File: src/rtl/clkdiv_pkg.sv
// Shared constants and read-select encoding for the clock divider bank.
package clkdiv_pkg;
    localparam int FIELD_W     = 3;   // bits per ratio field
    localparam int FIELD_PITCH = 4;   // bit distance between fields in a word
    localparam int N_PRI       = 8;   // fields in the main control word
    localparam int N_SEC       = 2;   // fields in the auxiliary control word
    localparam int WORD_W      = 32;  // register word width

    typedef enum logic [1:0] {
        RD_PRI_CTRL = 2'd0,
        RD_SEC_CTRL = 2'd1,
        RD_PRI_STAT = 2'd2,
        RD_SEC_STAT = 2'd3
    } rd_sel_e;
endpackage

File: src/rtl/clkdiv_unit.sv
// One divider: holds a programmed ratio and an active ratio.
// Counts 0..active and pulses at terminal count.
// Copies programmed into active only at terminal count.
// Busy is the mismatch between the two values.
// Assumes load_i is a single-cycle write strobe for this field.
module clkdiv_unit #(
    parameter int DIV_W = 3
) (
    input  logic             clk,
    input  logic             rst_n,
    input  logic             load_i,
    input  logic [DIV_W-1:0] ratio_i,
    output logic [DIV_W-1:0] prog_o,
    output logic             busy_o,
    output logic             pulse_o
);
    logic [DIV_W-1:0] prog_q;
    logic [DIV_W-1:0] cur_q;
    logic [DIV_W-1:0] cnt_q;

    assign pulse_o = (cnt_q == cur_q);
    assign busy_o  = (prog_q != cur_q);
    assign prog_o  = prog_q;

    // Capture the written ratio as the pending value.
    always_ff @(posedge clk) begin
        if (!rst_n)      prog_q <= '0;
        else if (load_i) prog_q <= ratio_i;
    end

    // Count to the active ratio, then reload and adopt the pending ratio.
    always_ff @(posedge clk) begin
        if (!rst_n) begin
            cnt_q <= '0;
            cur_q <= '0;
        end else if (pulse_o) begin
            cnt_q <= '0;
            cur_q <= prog_q;
        end else begin
            cnt_q <= cnt_q + 1'b1;
        end
    end

    // the active ratio may only change on a terminal-count cycle.
    assert_ratio_at_boundary_R6: assert property (@(posedge clk) disable iff (!rst_n)
        (cur_q != $past(cur_q)) |-> $past(pulse_o));

    // a pending change with no new write clears at terminal count.
    assert_busy_clears_R6: assert property (@(posedge clk) disable iff (!rst_n)
        (busy_o && pulse_o && !load_i) |=> !busy_o);

    // a changing write makes the field busy on the next cycle.
    assert_busy_sets_R5: assert property (@(posedge clk) disable iff (!rst_n)
        (load_i && (ratio_i != prog_q) && (ratio_i != cur_q)) |=> busy_o);

    // the counter restarts from zero after each pulse.
    assert_restart_R4: assert property (@(posedge clk) disable iff (!rst_n)
        pulse_o |=> (cnt_q == '0));
endmodule

File: src/rtl/clkdiv_readmux.sv
// Packs the programmed ratios and busy flags into the four readable words.
// Fields sit every PITCH bits, and unused bits read zero.
module clkdiv_readmux #(
    parameter int DIV_W  = 3,
    parameter int PITCH  = 4,
    parameter int N_PRI  = 8,
    parameter int N_SEC  = 2,
    parameter int WORD_W = 32,
    localparam int N_TOT = N_PRI + N_SEC
) (
    input  logic [1:0]             rd_sel,
    input  logic [N_TOT*DIV_W-1:0] prog_i,
    input  logic [N_TOT-1:0]       busy_i,
    output logic [WORD_W-1:0]      rd_data
);
    import clkdiv_pkg::*;

    logic [WORD_W-1:0] pri_ctrl, sec_ctrl, pri_stat, sec_stat;

    // Place each field's ratio and busy flag at its word position.
    always_comb begin
        pri_ctrl = '0;
        sec_ctrl = '0;
        pri_stat = '0;
        sec_stat = '0;
        for (int k = 0; k < N_PRI; k++) begin
            pri_ctrl[k*PITCH +: DIV_W] = prog_i[k*DIV_W +: DIV_W];
            pri_stat[k*PITCH]          = busy_i[k];
        end
        for (int j = 0; j < N_SEC; j++) begin
            sec_ctrl[j*PITCH +: DIV_W] = prog_i[(N_PRI+j)*DIV_W +: DIV_W];
            sec_stat[j*PITCH]          = busy_i[N_PRI+j];
        end
    end

    // Select the word requested by the read port.
    always_comb begin
        case (rd_sel_e'(rd_sel))
            RD_PRI_CTRL: rd_data = pri_ctrl;
            RD_SEC_CTRL: rd_data = sec_ctrl;
            RD_PRI_STAT: rd_data = pri_stat;
            default:     rd_data = sec_stat;
        endcase
    end
endmodule

File: src/rtl/clkdiv_bank.sv
// Top of the divider bank: ten dividers fed from two control words.
// Auxiliary writes are dropped while any main field is busy.
// Assumes a single clock, and that the write port is sampled on its rising edge.
module clkdiv_bank #(
    parameter int DIV_W  = clkdiv_pkg::FIELD_W,
    parameter int PITCH  = clkdiv_pkg::FIELD_PITCH,
    parameter int N_PRI  = clkdiv_pkg::N_PRI,
    parameter int N_SEC  = clkdiv_pkg::N_SEC,
    parameter int WORD_W = clkdiv_pkg::WORD_W,
    localparam int N_TOT = N_PRI + N_SEC
) (
    input  logic              clk,
    input  logic              rst_n,
    input  logic              wr_en,
    input  logic              wr_sel,
    input  logic [WORD_W-1:0] wr_data,
    input  logic [1:0]        rd_sel,
    output logic [WORD_W-1:0] rd_data,
    output logic [N_TOT-1:0]  div_en
);
    logic [N_TOT*DIV_W-1:0] prog;
    logic [N_TOT-1:0]       busy;
    logic                   pri_ld;
    logic                   sec_ld;

    // Decode write strobes, guarding the auxiliary word behind main-word busy.
    always_comb begin
        pri_ld = wr_en && !wr_sel;
        sec_ld = wr_en && wr_sel && !(|busy[N_PRI-1:0]);
    end

    for (genvar k = 0; k < N_TOT; k++) begin : g_div
        localparam int OFS = (k < N_PRI) ? k*PITCH : (k-N_PRI)*PITCH;
        clkdiv_unit #(.DIV_W(DIV_W)) u_div (
            .clk     (clk),
            .rst_n   (rst_n),
            .load_i  ((k < N_PRI) ? pri_ld : sec_ld),
            .ratio_i (wr_data[OFS +: DIV_W]),
            .prog_o  (prog[k*DIV_W +: DIV_W]),
            .busy_o  (busy[k]),
            .pulse_o (div_en[k])
        );
    end

    clkdiv_readmux #(
        .DIV_W(DIV_W), .PITCH(PITCH), .N_PRI(N_PRI), .N_SEC(N_SEC), .WORD_W(WORD_W)
    ) u_rd (
        .rd_sel  (rd_sel),
        .prog_i  (prog),
        .busy_i  (busy),
        .rd_data (rd_data)
    );

    // an auxiliary write during main-word busy leaves the auxiliary ratios unchanged.
    assert_sec_guard_R7: assert property (@(posedge clk) disable iff (!rst_n)
        (wr_en && wr_sel && (|busy[N_PRI-1:0]))
        |=> (prog[N_TOT*DIV_W-1:N_PRI*DIV_W] == $past(prog[N_TOT*DIV_W-1:N_PRI*DIV_W])));
endmodule

File: config.mk
export PLATFORM = sky130hd
export DESIGN_NAME = clkdiv_bank
export DESIGN_NICKNAME = d
export VERILOG_FILES = /design/src/rtl/clkdiv_pkg.sv /design/src/rtl/clkdiv_unit.sv /design/src/rtl/clkdiv_readmux.sv /design/src/rtl/clkdiv_bank.sv
export SDC_FILE = /design/constraint.sdc
export NUM_CORES = 1
export LEC_CHECK = 0
export CAP_MARGIN = 20
export CORE_UTILIZATION = 36
export DETAILED_ROUTE_END_ITERATION = 8
export PLACE_DENSITY = 0.57
export SLEW_MARGIN = 10
export SYNTH_ARGS = -nofsm -noshare
export SYNTH_HDL_FRONTEND = slang
export SYNTH_SLANG_ARGS = --single-unit
File: constraint.sdc
create_clock -name clk -period 4.7 [get_ports clk]
set_clock_uncertainty 0.2 [all_clocks]
set_input_delay 0.94 -clock clk [delete_from_list [all_inputs] [get_ports clk]]
set_output_delay 0.94 -clock clk [all_outputs]
set_load 0.02 [all_outputs]
==> summary.txt <==
Status
  • Status: completed

Placement
  • Dpl ws: 0.696 ns
  • Dpl hpwl: 6450 um
  • Port bufs: 63
  • GPL Wtd Cong: 0.713

Route
  • Antenna-violating nets left: 0
  • Detailed Route WL: 9250 um
  • DRC viols: 0
  • Mean routed wirelength per cell: 13.7 um
  • Vias per std cell: 4.80
  • Vias post-DR: 3237
  • Initial DRC Count: 156
  • 1st-pass router iterations: 6

Power and ir drop
  • Tot Pwr: 2.02 mW
  • Switching Fraction: 26.1%
  • Sequential power share: 41.3%
  • Clk pwr share: 40.6%
  • P_sw: 0.528 mW
  • Comb power frac: 18.1%
  • Int Power: 1.49 mW
  • P_leak: 2.13 nW
  • Pwr Density: 386 nW/um^2
  • Peak supply drop: 227 uV

Flow run
  • Max_cap viols: 0

Synthesis
  • Synth warn: 0
  • Sequential share of the synthesized area: 42.8%
  • Synth Register Bits: 90
  • Top_reg_cell synth: dfxtp_1
  • Async set or reset register ratio after synthesis: 0%
  • Synth Instances: 477
  • Library cells used by synthesis: 30
  • Avg Cell Area, Syn: 8.83 sq um
  • EDFF count, synth: 0
  • Mapped cell area: 4210 sq um

Global routing
  • Largest net degree at the start of global routing: 32
  • First-pass GRT wire length: 15000 um
  • Tot GR Track Use: 16.4%
  • Initial antenna violation count: 0
  • Vias in the first global route: 3090
  • GRT overflow: 0

Layout
  • Share of layout cells above drive strength 1: 5.27%
  • Fin util: 45.8%
  • Fillers: 1130
  • Layout area overhead: 24.3%
  • Ant. Diodes: 0
  • Commonest cells after routing, fill and taps aside: 90 x dfxtp_1, 63 x clkdlybuf4s50_1, 61 x nor2_1, 60 x nand2_1, 43 x xnor2_1
  • Area of the multi-input gates: 2170 sq um
  • Commonest non-fill, non-tap cell in the layout: dfxtp_1
  • Layout net count: 575
  • Seq. cell area: 1800 sq um

Clocking
  • CTS Hold Bufs: 0
  • CTS sink cnt: 90
  • Clk_lat worst skew: 0.34 ns
  • Root Buffer: clkbuf_16
  • Post_cts resized: 0
  • CTS tree: done
  • Clock Tree Buf Depth: 2
  • CTS H-tree depth: 3
  • Clock-pin slew on the worst setup and hold paths: 0.06 ns
  • Post-CTS setup buffer count: 0
  • CTS Buf Count: 9

Setup path
  • Worst Path Class, Setup: input pin to output port
  • Worst EP required: 3.56 ns
  • Crit end category: output port
  • CP startpoint kind: input pin
  • Worst-path fanout max: 8
  • Crit path arrival time: 2.86 ns

Timing
  • RSZ-0062 raised after global routing: false
  • Hold Slack: 0.262 ns
  • Slew Limit Fails: 0
  • Setup_tns: 0 ns
  • Fmax: 250 MHz
  • Setup ws final: 0.698 ns
  • Worst slew margin: 29.4%
  • Min Tclk post-route: 4.00 ns
  • Final hold viol count: 0
  • Tightest Pin Transition: 1.06 ns
  • Fin crit share: 85.1%
  • Final setup violation count: 0

Die
  • Die area: 12100 sq um
  • Starting Density: 36.9%
  • Io pins: 80
  • Core area: 11400 sq um
  • Die H: 110 um
  • Die Wd: 110 um
  • Row count: 39

Hold path
  • Worst hold path class: flip-flop to flip-flop
==> worst max-delay path: stages <==
cell and delay [ns]:
clkdlybuf4s50_1 0.67, buf_4 0.31, a211oi_1 0.27, clkdlybuf4s50_1 0.67
==> metrics by stage <==
stage	std cells	instance area, sq um
after global routing	674	5230
after CTS	673	5220
after global placement	658	4880
final	674	5230
after detailed placement	658	4880
after floorplan	484	4240
==> cells by family (layout without fill, tap and decap cells) <==
group / count (synthesis) / after routing / synth area share [%]
AO/OA/AOI/OAI: 45 / 45 / 5.88
XOR/XNOR: 69 / 69 / 14.4
multiplexers: 36 / 36 / 8.86
buffers and inverters: 50 / 97 / 6.24
other: 1 / 8 / 0.0891
AND/OR/NAND/NOR: 176 / 176 / 18.8
flip-flops: 90 / 90 / 42.8
adder cells (fa/ha/maj): 10 / 10 / 2.97
==> worst paths after layout <==
kind	slack, ns	from	cells past startpoint	to
worst max-delay path	0.70	rd_sel[0]	4	rd_data[12]
worst min-delay path	0.26	g_div[8].u_div.cnt_q[0]	1	g_div[8].u_div.cnt_q[0]
worst max register to register	2.80	g_div[4].u_div.prog_o[0]	5	g_div[9].u_div.prog_o[2]
worst min register to register	0.26	g_div[8].u_div.cnt_q[0]	1	g_div[8].u_div.cnt_q[0]
==> synthesized netlist by cell type (11+ instances only) <==
master	instances	area share, %
dfxtp_1	90	43
nor2_1	61	5.4
nand2_1	60	5.3
xnor2_1	43	8.9
mux2i_1	35	8.3
a21oi_1	30	3.6
xor2_1	26	5.4
buf_4	19	3.4
nand3_1	18	2.1
clkbuf_1	17	1.5
and2_1	12	1.8
inv_1	11	0.98
==> sequential cells by signal, indices dropped and copies added, names as in the netlist <==
name / flops
g_div.u_div.cnt_q: 30
g_div.u_div.cur_q: 30
g_div.u_div.prog_o: 30
==> cell type report <==
cell class | instances | share of cell area [%]
Inverter | 12 | 0.861
Timing Repair Buffer | 70 | 13.2
Clock inverter | 5 | 1.96
Multi-Input combinational cell | 344 | 41.6
Sequential cell | 90 | 34.4
Tap cell | 143 | 3.42
Clock buffer | 10 | 4.57
==> power by group through the flow <==
stage / clock network (mW) / logic, mW / registers [mW]
6_report: 0.822 / 0.366 / 0.834
2_1_floorplan: 0 / 0.274 / 0.843
3_3_place_gp: 0 / 0.363 / 0.850
5_1_grt: 0.877 / 0.403 / 0.839
3_5_place_dp: 0 / 0.367 / 0.851
4_1_cts: 0.843 / 0.368 / 0.834
==> metal layers <==
metal	part of all wire [%]	up-vias	track usage, %
met5	0	-	0
met4	1.3	0	5.36
li1	-	1653	-
met3	6.1	12	4.94
met1	47	1494	20.6
met2	45	78	26.7
Note: power is estimated with default switching activity, not from simulation.
